==> src/rtl/spi_port_pkg.sv <==
package spi_port_pkg;

  typedef struct packed {
    logic       rate_hi;
    logic       en;
    logic       ss_off;
    logic       master;
    logic       cpol;
    logic       cpha;
    logic [1:0] rate_lo;
  } ctl_t;

  localparam logic [1:0] A_CTL  = 2'd0;
  localparam logic [1:0] A_STAT = 2'd1;
  localparam logic [1:0] A_DATA = 2'd2;

  function automatic logic [2:0] rate_code(ctl_t c);
    return {c.rate_hi, c.rate_lo};
  endfunction

  // system clocks per SCK half period
  function automatic int unsigned half_cycles(logic [2:0] code);
    return 32'd1 << code;
  endfunction

endpackage

==> src/rtl/spi_rate_gen.sv <==
module spi_rate_gen
  import spi_port_pkg::*;
#(
  parameter int CNT_W = 8
) (
  input  logic       clk,
  input  logic       rst_n,
  input  logic       run,
  input  logic [2:0] code,
  output logic       tick
);
  logic [CNT_W-1:0] cnt;
  logic [CNT_W-1:0] limit;

  assign limit = CNT_W'(half_cycles(code) - 32'd1);
  assign tick  = run && (cnt == limit);

  always_ff @(posedge clk or negedge rst_n) begin
    if (!rst_n)          cnt <= '0;
    else if (!run || tick) cnt <= '0;
    else                 cnt <= cnt + 1'b1;
  end
endmodule

==> src/rtl/spi_shift_core.sv <==
module spi_shift_core #(
  parameter int DATA_W = 8
) (
  input  logic              clk,
  input  logic              rst_n,
  input  logic              load,
  input  logic [DATA_W-1:0] load_data,
  input  logic              sample,
  input  logic              drive,
  input  logic              ser_in,
  output logic [DATA_W-1:0] sreg,
  output logic              obit
);
  always_ff @(posedge clk or negedge rst_n) begin
    if (!rst_n) begin
      sreg <= '0;
      obit <= 1'b0;
    end else if (load) begin
      sreg <= load_data;
      obit <= load_data[DATA_W-1];
    end else if (sample) begin
      sreg <= {sreg[DATA_W-2:0], ser_in};
    end else if (drive) begin
      obit <= sreg[DATA_W-1];
    end
  end
endmodule

==> src/rtl/spi_port_ctrl.sv <==
module spi_port_ctrl
  import spi_port_pkg::*;
#(
  parameter int DATA_W = 8,
  parameter int CNT_W  = 8
) (
  input  logic              clk,
  input  logic              rst_n,
  input  logic              bus_sel,
  input  logic              bus_wr,
  input  logic              bus_rd,
  input  logic [1:0]        bus_addr,
  input  logic [DATA_W-1:0] bus_wdata,
  output logic [DATA_W-1:0] bus_rdata,
  output logic              irq,
  output logic              sck_out,
  output logic              mosi_out,
  input  logic              miso_in,
  input  logic              sck_in,
  input  logic              mosi_in,
  output logic              miso_out,
  input  logic              ss_n_in
);
  localparam int EDGES = 2 * DATA_W;
  localparam int EC_W  = $clog2(EDGES + 1);
  localparam int BC_W  = $clog2(DATA_W + 1);

  ctl_t             ctl;
  logic [1:0]       sck_sync, ss_sync;
  logic             sck_prev;
  logic             m_busy, sck_phase;
  logic [EC_W-1:0]  edge_cnt;
  logic [BC_W-1:0]  bit_cnt;
  logic             spif, wcol, modf, armed;
  logic [DATA_W-1:0] rxbuf, sreg, rx_next;
  logic             obit;
  logic [7:0]       stat_byte;

  // bus decode
  logic wr_ctl, wr_data, rd_stat, rd_data;
  assign wr_ctl  = bus_sel && bus_wr && (bus_addr == A_CTL);
  assign wr_data = bus_sel && bus_wr && (bus_addr == A_DATA);
  assign rd_stat = bus_sel && bus_rd && (bus_addr == A_STAT);
  assign rd_data = bus_sel && bus_rd && (bus_addr == A_DATA);

  // named internal events
  logic ss_low, ss_honored, fault_evt, busy_any, load_evt, start_evt, wcol_evt;
  logic m_tick, m_leading, s_sel, s_edge, s_leading;
  logic edge_evt, lead_evt, sample_evt, drive_evt, ser_in, done_evt;
  logic clr_data, clr_ctl;

  assign ss_low     = !ss_sync[1];
  assign ss_honored = !ctl.ss_off || (!ctl.master && !ctl.cpha);
  assign fault_evt  = ctl.en && ctl.master && !ctl.ss_off && ss_low;
  assign busy_any   = m_busy || (bit_cnt != '0);
  assign load_evt   = wr_data && ctl.en && !busy_any && !fault_evt;
  assign start_evt  = load_evt && ctl.master;
  assign wcol_evt   = wr_data && busy_any;

  spi_rate_gen #(.CNT_W(CNT_W)) u_rate (
    .clk(clk), .rst_n(rst_n), .run(m_busy), .code(rate_code(ctl)), .tick(m_tick)
  );

  assign m_leading  = !edge_cnt[0];
  assign s_sel      = ctl.en && !ctl.master && (ss_low || !ss_honored);
  assign s_edge     = s_sel && (sck_sync[1] != sck_prev);
  assign s_leading  = (sck_sync[1] != ctl.cpol);
  assign edge_evt   = ctl.master ? m_tick : s_edge;
  assign lead_evt   = ctl.master ? m_leading : s_leading;
  assign sample_evt = edge_evt && (lead_evt != ctl.cpha);
  assign drive_evt  = edge_evt && (lead_evt == ctl.cpha);
  assign ser_in     = ctl.master ? miso_in : mosi_in;
  assign done_evt   = !fault_evt && (ctl.master
                      ? (m_tick && (edge_cnt == EC_W'(EDGES - 1)))
                      : (sample_evt && (bit_cnt == BC_W'(DATA_W - 1))));
  assign rx_next    = sample_evt ? {sreg[DATA_W-2:0], ser_in} : sreg;
  assign clr_data   = armed && (wr_data || rd_data);
  assign clr_ctl    = armed && wr_ctl;

  spi_shift_core #(.DATA_W(DATA_W)) u_shift (
    .clk(clk), .rst_n(rst_n), .load(load_evt), .load_data(bus_wdata),
    .sample(sample_evt), .drive(drive_evt), .ser_in(ser_in),
    .sreg(sreg), .obit(obit)
  );

  // pin synchronizers
  always_ff @(posedge clk or negedge rst_n) begin
    if (!rst_n) begin
      sck_sync <= 2'b00;
      sck_prev <= 1'b0;
      ss_sync  <= 2'b11;
    end else begin
      sck_sync <= {sck_sync[0], sck_in};
      sck_prev <= sck_sync[1];
      ss_sync  <= {ss_sync[0], ss_n_in};
    end
  end

  // control register
  always_ff @(posedge clk or negedge rst_n) begin
    if (!rst_n) ctl <= '0;
    else begin
      if (wr_ctl)    ctl <= ctl_t'(bus_wdata[7:0]);
      if (fault_evt) ctl.master <= 1'b0;
    end
  end

  // master sequencing
  always_ff @(posedge clk or negedge rst_n) begin
    if (!rst_n) begin
      m_busy <= 1'b0; edge_cnt <= '0; sck_phase <= 1'b0;
    end else if (!ctl.en || fault_evt) begin
      m_busy <= 1'b0; edge_cnt <= '0; sck_phase <= 1'b0;
    end else if (start_evt) begin
      m_busy <= 1'b1; edge_cnt <= '0; sck_phase <= 1'b0;
    end else if (m_busy && m_tick) begin
      edge_cnt  <= edge_cnt + 1'b1;
      sck_phase <= !sck_phase;
      if (done_evt) m_busy <= 1'b0;
    end
  end

  // slave bit counter
  always_ff @(posedge clk or negedge rst_n) begin
    if (!rst_n) bit_cnt <= '0;
    else if (ctl.master || !ctl.en || (ss_honored && !ss_low)) bit_cnt <= '0;
    else if (sample_evt) bit_cnt <= done_evt ? '0 : bit_cnt + 1'b1;
  end

  // flags and receive buffer
  always_ff @(posedge clk or negedge rst_n) begin
    if (!rst_n) begin
      armed <= 1'b0; spif <= 1'b0; wcol <= 1'b0; modf <= 1'b0; rxbuf <= '0;
    end else begin
      if (rd_stat) armed <= 1'b1;
      else if (wr_data || rd_data || wr_ctl) armed <= 1'b0;
      if (done_evt) spif <= 1'b1;
      else if (clr_data) spif <= 1'b0;
      if (wcol_evt) wcol <= 1'b1;
      else if (clr_data) wcol <= 1'b0;
      if (fault_evt) modf <= 1'b1;
      else if (clr_ctl) modf <= 1'b0;
      if (done_evt) rxbuf <= rx_next;
    end
  end

  assign stat_byte = {spif, wcol, 1'b0, modf, 4'b0000};

  always_comb begin
    case (bus_addr)
      A_CTL:   bus_rdata = DATA_W'(ctl);
      A_STAT:  bus_rdata = DATA_W'(stat_byte);
      A_DATA:  bus_rdata = rxbuf;
      default: bus_rdata = '0;
    endcase
  end

  assign irq      = spif || modf;
  assign sck_out  = ctl.cpol ^ sck_phase;
  assign mosi_out = ctl.master && obit;
  assign miso_out = !ctl.master && obit;
endmodule

==> config.mk <==
export PLATFORM = sky130hd
export DESIGN_NAME = spi_port_ctrl
export DESIGN_NICKNAME = d
export VERILOG_FILES = /design/src/rtl/spi_port_pkg.sv /design/src/rtl/spi_rate_gen.sv /design/src/rtl/spi_shift_core.sv /design/src/rtl/spi_port_ctrl.sv
export SDC_FILE = /design/constraint.sdc
export NUM_CORES = 1
export LEC_CHECK = 0
export BUFFER_PORTS_ARGS = -buffer_cell sky130_fd_sc_hd__buf_4
export CORE_UTILIZATION = 63
export CTS_CLUSTER_DIAMETER = 200
export DETAILED_ROUTE_END_ITERATION = 10
export PLACE_DENSITY = 0.84
export SKIP_CTS_REPAIR_TIMING = 1
export SLEW_MARGIN = 15
export SYNTH_ARGS = -nofsm -noshare
export SYNTH_HDL_FRONTEND = slang
export SYNTH_SLANG_ARGS = --single-unit
==> constraint.sdc <==
create_clock -name clk -period 4.8 [get_ports clk]
set_clock_uncertainty 0.1 [all_clocks]
set_input_delay 0.24 -clock clk [delete_from_list [all_inputs] [get_ports clk]]
set_output_delay 0.24 -clock clk [all_outputs]
set_load 0.05 [all_outputs]
# ---- After elaboration in Yosys (flattened, before gate mapping)
# Index checks and enable logic that the tools add are counted.
dict set report op_classes {
  add_sub_neg 4
  eq_ne 10
  shifts 1
  mux 33
  bitwise 1
  n_reduce_logical 64
}
# operator count
set ops {}
lappend ops {{logical AND 1 bit} 30}
lappend ops {{2-to-1 mux 8 bit} 3}
lappend ops {{one-hot mux 8 bit (3 select lines)} 1}
lappend ops {{2-to-1 mux 1 bit} 22}
lappend ops {{2-to-1 mux 5 bit} 4}
lappend ops {{nonzero test 2 bit} 7}
lappend ops {{2-to-1 mux 4 bit} 3}
lappend ops {{logical NOT 1 bit} 11}
lappend ops {{logical OR 1 bit} 10}
lappend ops {{adder 8 x 1 -> 8 bit, second input constant} 1}
lappend ops {{== test 8 bit} 1}
lappend ops {{left shift 1 x 3 -> 8 bit, first input constant} 1}
lappend ops {{subtractor 8 x 1 -> 8 bit, second input constant} 1}
lappend ops {{nonzero test 3 bit} 2}
lappend ops {{adder 5 x 1 -> 5 bit, second input constant} 1}
lappend ops {{== test 5 x 4 -> 1 bit, second input constant} 1}
lappend ops {{adder 4 x 1 -> 4 bit, second input constant} 1}
lappend ops {{== test 4 x 3 -> 1 bit, second input constant} 1}
lappend ops {{AND reduction 2 bit} 2}
lappend ops {{nonzero test 4 bit} 1}
lappend ops {{!= test 1 bit} 3}
lappend ops {{== test 2 x 1 -> 1 bit, second input constant} 1}
lappend ops {{== test 2 bit, second input constant} 1}
lappend ops {{logical NOT 2 bit} 1}
lappend ops {{other kinds (3)} 3}
dict set report totals {
  register_bits 53
  input_bits 19
}

# ---- Logic depth before layout (Yosys ltp)
dict set report logic_depth {
  ltp_word 16
  mapped_depth 11
  mapped_depth_nobuf 9
}

# ---- By module
# Synthesis repeated with hierarchy kept, for this count alone.
dict set report unflattened {
  hier_cells 295
  area_unflattened_um2 3085.5
}
# mod instances cells_per_inst area_per_inst_um2
set by_module_without_submodules {}
lappend by_module_without_submodules {spi_port_ctrl 1 191 2023.2}
lappend by_module_without_submodules {spi_rate_gen 1 64 606.8}
lappend by_module_without_submodules {spi_shift_core 1 40 455.4}

# ---- Worst setup path after synthesis
# Ideal clock, no wire load.
dict set report synth_path {
  path_type {flip-flop to flip-flop}
  from {register ctl[7] (netlist bit)}
  to {register u_shift.sreg[7]}
  setup_ns 0.082
  arrival_ns 2.709
  setup_slack_ns 1.909
  path_stages_with_launch 11
  path_buffers 2
  period_less_slack_ns 2.891
  cell_sequence {dfrtp_1 buf_2 or3_1 ha_1 or2_1 o31ai_1 o2111ai_2 o31ai_4 buf_6 nand3_2 a31oi_1}
}
dict set report synth_via {
  elab_chain_cells 8
}
# item line
set synth_rtl {}
lappend synth_rtl {{start, declared} spi_port_ctrl.sv:28} ;# ctl_t ctl;
lappend synth_rtl {{start signal, assigned} spi_port_ctrl.sv:103} ;# if (wr_ctl) ctl <= ctl_t'(bus_wdata[7:0]);
lappend synth_rtl {{left shift 1 x 3 -> 8 bit} spi_port_pkg.sv:23} ;# return 32'd1 << code;
lappend synth_rtl {{subtractor 8 x 1 -> 8 bit} spi_rate_gen.sv:15} ;# assign limit = CNT_W'(half_cycles(code) - 32'd1);
lappend synth_rtl {{== test 8 bit} spi_rate_gen.sv:16} ;# assign tick = run && (cnt == limit);
lappend synth_rtl {{logical AND 1 bit} spi_rate_gen.sv:16}
lappend synth_rtl {{2-to-1 mux 1 bit} spi_port_ctrl.sv:68} ;# assign edge_evt = ctl.master ? m_tick : s_edge;
lappend synth_rtl {{logical AND 1 bit} spi_port_ctrl.sv:70} ;# assign sample_evt = edge_evt && (lead_evt != ctl.cpha);
lappend synth_rtl {{2-to-1 mux 8 bit (2 in a row)} --}
lappend synth_rtl {{end signal, assigned} spi_shift_core.sv:19} ;# sreg <= load_data;
lappend synth_rtl {{end signal, assigned} spi_shift_core.sv:22} ;# sreg <= {sreg[DATA_W-2:0], ser_in};
lappend synth_rtl {{end, declared} spi_shift_core.sv:11} ;# output logic [DATA_W-1:0] sreg,
# Every way passes these cells.
# A chain may end at the register's enable or synchronous reset.

# ---- Final worst setup path
dict set report layout_path {
  from {register ctl[7] (netlist bit)}
  to {register bit_cnt[3]}
}
dict set report layout_via {
  elab_chain_cells 12
  word_cells_on_any_way 14
  classes_between {1 x add/sub; 1 x eq/ne; 1 x shift; 5 x mux; 6 x reduce/logical}
}
# item line
set layout_rtl {}
lappend layout_rtl {{left shift 1 x 3 -> 8 bit (*)} spi_port_pkg.sv:23}
lappend layout_rtl {{subtractor 8 x 1 -> 8 bit (*)} spi_rate_gen.sv:15}
lappend layout_rtl {{== test 8 bit (*)} spi_rate_gen.sv:16}
lappend layout_rtl {{logical AND 1 bit (*)} spi_rate_gen.sv:16}
lappend layout_rtl {{2-to-1 mux 1 bit} spi_port_ctrl.sv:68}
lappend layout_rtl {{logical AND 1 bit} spi_port_ctrl.sv:70}
lappend layout_rtl {{logical AND 1 bit} spi_port_ctrl.sv:75} ;# : (sample_evt && (bit_cnt == BC_W'(DATA_W - 1))));
lappend layout_rtl {{2-to-1 mux 1 bit} spi_port_ctrl.sv:74} ;# ? (m_tick && (edge_cnt == EC_W'(EDGES - 1)))
lappend layout_rtl {{logical AND 1 bit} spi_port_ctrl.sv:73} ;# assign done_evt = !fault_evt && (ctl.master
lappend layout_rtl {{2-to-1 mux 4 bit (2 in a row)} spi_port_ctrl.sv:127} ;# else if (sample_evt) bit_cnt <= done_evt ? '0 : bit_cnt + 1'b1;
lappend layout_rtl {{2-to-1 mux 4 bit} spi_port_ctrl.sv:126} ;# else if (ctl.master || !ctl.en || (ss_honored && !ss_low)) bit_cnt <= '0;
lappend layout_rtl {{end signal, assigned} spi_port_ctrl.sv:127}
lappend layout_rtl {{end, declared} spi_port_ctrl.sv:33} ;# logic [BC_W-1:0] bit_cnt;
# Mark *: on every way between the ends. The rest lies on a longest branch, timed or not. The select of a mux whose other input is x is not followed.

==> out/metrics.yaml <==
worst_setup_path:
  crit_chain: "or3_1, ha_1, or2_1, o31ai_1, o211ai_1, o31ai_4, a2111oi_0, a311o_1"
  worstSetupStartpointType: "flop"
  crit_slowest_cell: "o31ai_4"
  critPathTopFamily: "compound AO/OA/AOI/OAI gates"
  required_ns: 4.89
  worst-path-buf-inv: 0
  crit_fanout: 15
  end_kind: "flop"
  critPathArrivalTime_ns: 3.53
  worstSetupPathType: "flop to flop"
  cp_slowest_stage_delay_ns: 0.55
routing:
  antenna_left: 0
  finalWirelength_um: 6410
  drtIter0Drc: 145
  via_per_inst: 6.25
  wl_per_cell_um: 16.5
  dr.pass1.iters: 6
  via_count: 2432
  drcViolationCount: 0
clocking:
  clock-root-buffer: "clkbuf_8"
  cts-buffers-inserted: 5
  insertion_delay_ns: 0.31
  clockBufferDepth: 2
  cts_tree: "done"
  htreeDepth: 2
  clkTransAtPathRegs_ns: 0.10
  clock_sinks: 53
final_layout:
  diodes: 0
  areaGrowthSynthToFinish_pct: 11.4
  final_cells: 389
  layout.nets: 361
  finalCoreUtilization_pct: 74.7
  fill_cells: 333
  drive_gt1_share_pct: 16.9
job:
  drv_cap: 0
sta:
  relSlewSlack_pct: 43.1
  slew_viol_final: 0
  setup_ws_ns: 1.36
  fin_crit_ns: 3.44
  finalSetupViolations: 0
  hold_viol: 0
  fin_tns_setup_ns: 0
  finalCritPeriodShare_pct: 71.7
  rsz0062_at_grt: "false"
  fmax_mhz: 290
  tightest_slew_ns: 0.850
synthesis:
  syn_area_um2: 3000
  synthTopCellsByArea: "dfrtp_1 (43%), nor2_1 (4.0%), a21oi_1 (3.3%)"
  yosysTopAreaCell: "dfrtp_1"
  synth_cell_types: 56
  synth_edf_count: 0
  syn_inst: 311
  syn_avg_cell_area_um2: 9.64
  synth_top_area_share_pct: 42.6
  yosys_warnings: 0
  async_reset_ff_share_pct: 100
  synth.most_common_cell: "dfrtp_1"
  synth_nets: 336
  ys_ff_latch: 53
  ys.flop_type: "dfrtp_1"
  ys_seq_area_share_pct: 44.3
  synth_commonest_cells: "dfrtp_1 (51), nor2_1 (32), nand2_1 (24), a21oi_1 (20), nand3_1 (20)"
power_and_ir_drop:
  powerDensity_nw_per_um2: 394
  ir_worst_vdd_v: 0.000271
  p_leak_nw: 1.44
global_routing:
  antenna_found_initial: 0
  grt.total_usage_pct: 28.2
  gr-usage-met2_pct: 46.0
  use_met1_pct: 38.0
  grt_pass1_vias: 2376
  gr-total-overflow: 0
  grt-busiest-layer: "met2"
  use_met3_pct: 5.70
  grt_pass1_wl_um: 11000
  grt_max_degree: 54
floorplan:
  fp.dieH_um: 71.0
  core-area_um2: 4470
  initial_core_util_pct: 67.0
  rows: 24
  die_area_um2: 5040
  fp.dieW_um: 71.0
  ios: 31
place:
  dp_cells: 378
  place_congestion: 0.811
  post-dp-hpwl_um: 4490
  dp_slack_ns: 1.41
  port-buffer-count: 30
outcome:
  status: "complete, no violations"
worst_hold_path:
  min_path_type: "primary input to flop"
cells by family (layout without fill, tap and decap cells):
kind of cell | Yosys count | after routing | share of synthesized area [%]
AO/OA/AOI/OAI | 82 | 82 | 19.6
adder cells (fa/ha/maj) | 6 | 6 | 2.50
buffers and inverters | 22 | 48 | 3.71
AND/OR/NAND/NOR | 113 | 113 | 18.7
multiplexers | 17 | 17 | 5.97
flip-flops | 53 | 53 | 44.3
XOR/XNOR | 18 | 18 | 5.26
metal layers:
| metal | vias up | routed length [um] |
|---|---|---|
| li1 | 1166 | - |
| met1 | 1187 | 2850 |
| met2 | 69 | 3160 |
| met3 | 10 | 324 |
| met4 | 0 | 70 |
| met5 | - | 0 |
worst reg2reg max path: stages (launching register included):
cell,delay [ns]
dfrtp_1,0.53
or3_1,0.43
ha_1,0.28
or2_1,0.28
o31ai_1,0.36
o211ai_1,0.22
o31ai_4,0.55
a2111oi_0,0.21
a311o_1,0.37
sequential cells by signal, summed over array words and instances, names as in the netlist:
name / cells
ctl: 8
rxbuf: 8
u_rate.cnt: 8
u_shift.sreg: 8
edge_cnt: 5
bit_cnt: 4
sck_sync: 2
ss_sync: 2
armed: 1
m_busy: 1
modf: 1
sck_phase: 1
sck_prev: 1
spif: 1
u_shift.obit: 1
wcol: 1
power breakdown:
part / total, W / switching [W] / internal, W
sequential: 0.000597 / 0.0000860 / 0.000511
clock: 0.000298 / 0.000143 / 0.000155
combinational: 0.000421 / 0.000266 / 0.000155
cell usage in the layout, fill, tap and decap left out, types with 3 or more instances in the layout:
| master | n |
|---|---|
| clkbuf_8 | 5 |
| a31oi_1 | 16 |
| xnor2_1 | 9 |
| o21ai_0 | 9 |
| dfrtp_1 | 51 |
| inv_1 | 7 |
| o21ai_1 | 8 |
| and3_1 | 7 |
| a211o_1 | 3 |
| nor2b_1 | 5 |
| nor2_1 | 32 |
| xor2_1 | 9 |
| ha_1 | 6 |
| a21oi_1 | 20 |
| nand2_1 | 24 |
| and2_1 | 4 |
| dlygate4sd3_1 | 3 |
| or2_2 | 3 |
| mux2i_1 | 10 |
| nand3_1 | 20 |
| mux2_2 | 7 |
| buf_4 | 30 |
metrics by stage:
step                instance area [um2]  power (W)  hold WS, ns
floorplan                          3000   0.000915       -0.156
global placement                   3200    0.00101        0.213
detailed placement                 3200    0.00102        0.213
CTS                                3310    0.00132       -0.116
global route                       3340    0.00139       0.0593
finish                             3340    0.00132       0.0692
worst paths after layout:
path	startpoint	end	slack, ns	cells after the start
setup reg to reg	ctl[7]$_DFFE_PN0P_	bit_cnt[3]$_DFFE_PN0P_	1.36	8
min in group asynchronous	rst_n	modf$_DFFE_PN0P_	0.40	2
hold reg to reg	sck_sync[0]$_DFF_PN0_	sck_sync[1]$_DFF_PN0_	0.26	0
max in group asynchronous	rst_n	sck_prev$_DFF_PN0_	3.75	2
hold / removal	bus_wdata[0]	u_shift.sreg[0]$_DFF_PN0_	0.07	3
setup / recovery	ctl[7]$_DFFE_PN0P_	bit_cnt[3]$_DFFE_PN0P_	1.36	8
cell type report:
type,count,area [um2],share of cell area (%)
Clock inverter,2,35.0,1.05
Sequential cell,53,1330,39.8
Multi-Input combinational cell,236,1560,46.6
Timing Repair Buffer,33,255,7.64
Clock buffer,6,72.6,2.17
Tap cell,52,65.1,1.95
Inverter,7,26.3,0.786
Note: power is estimated with default switching activity, not from simulation.
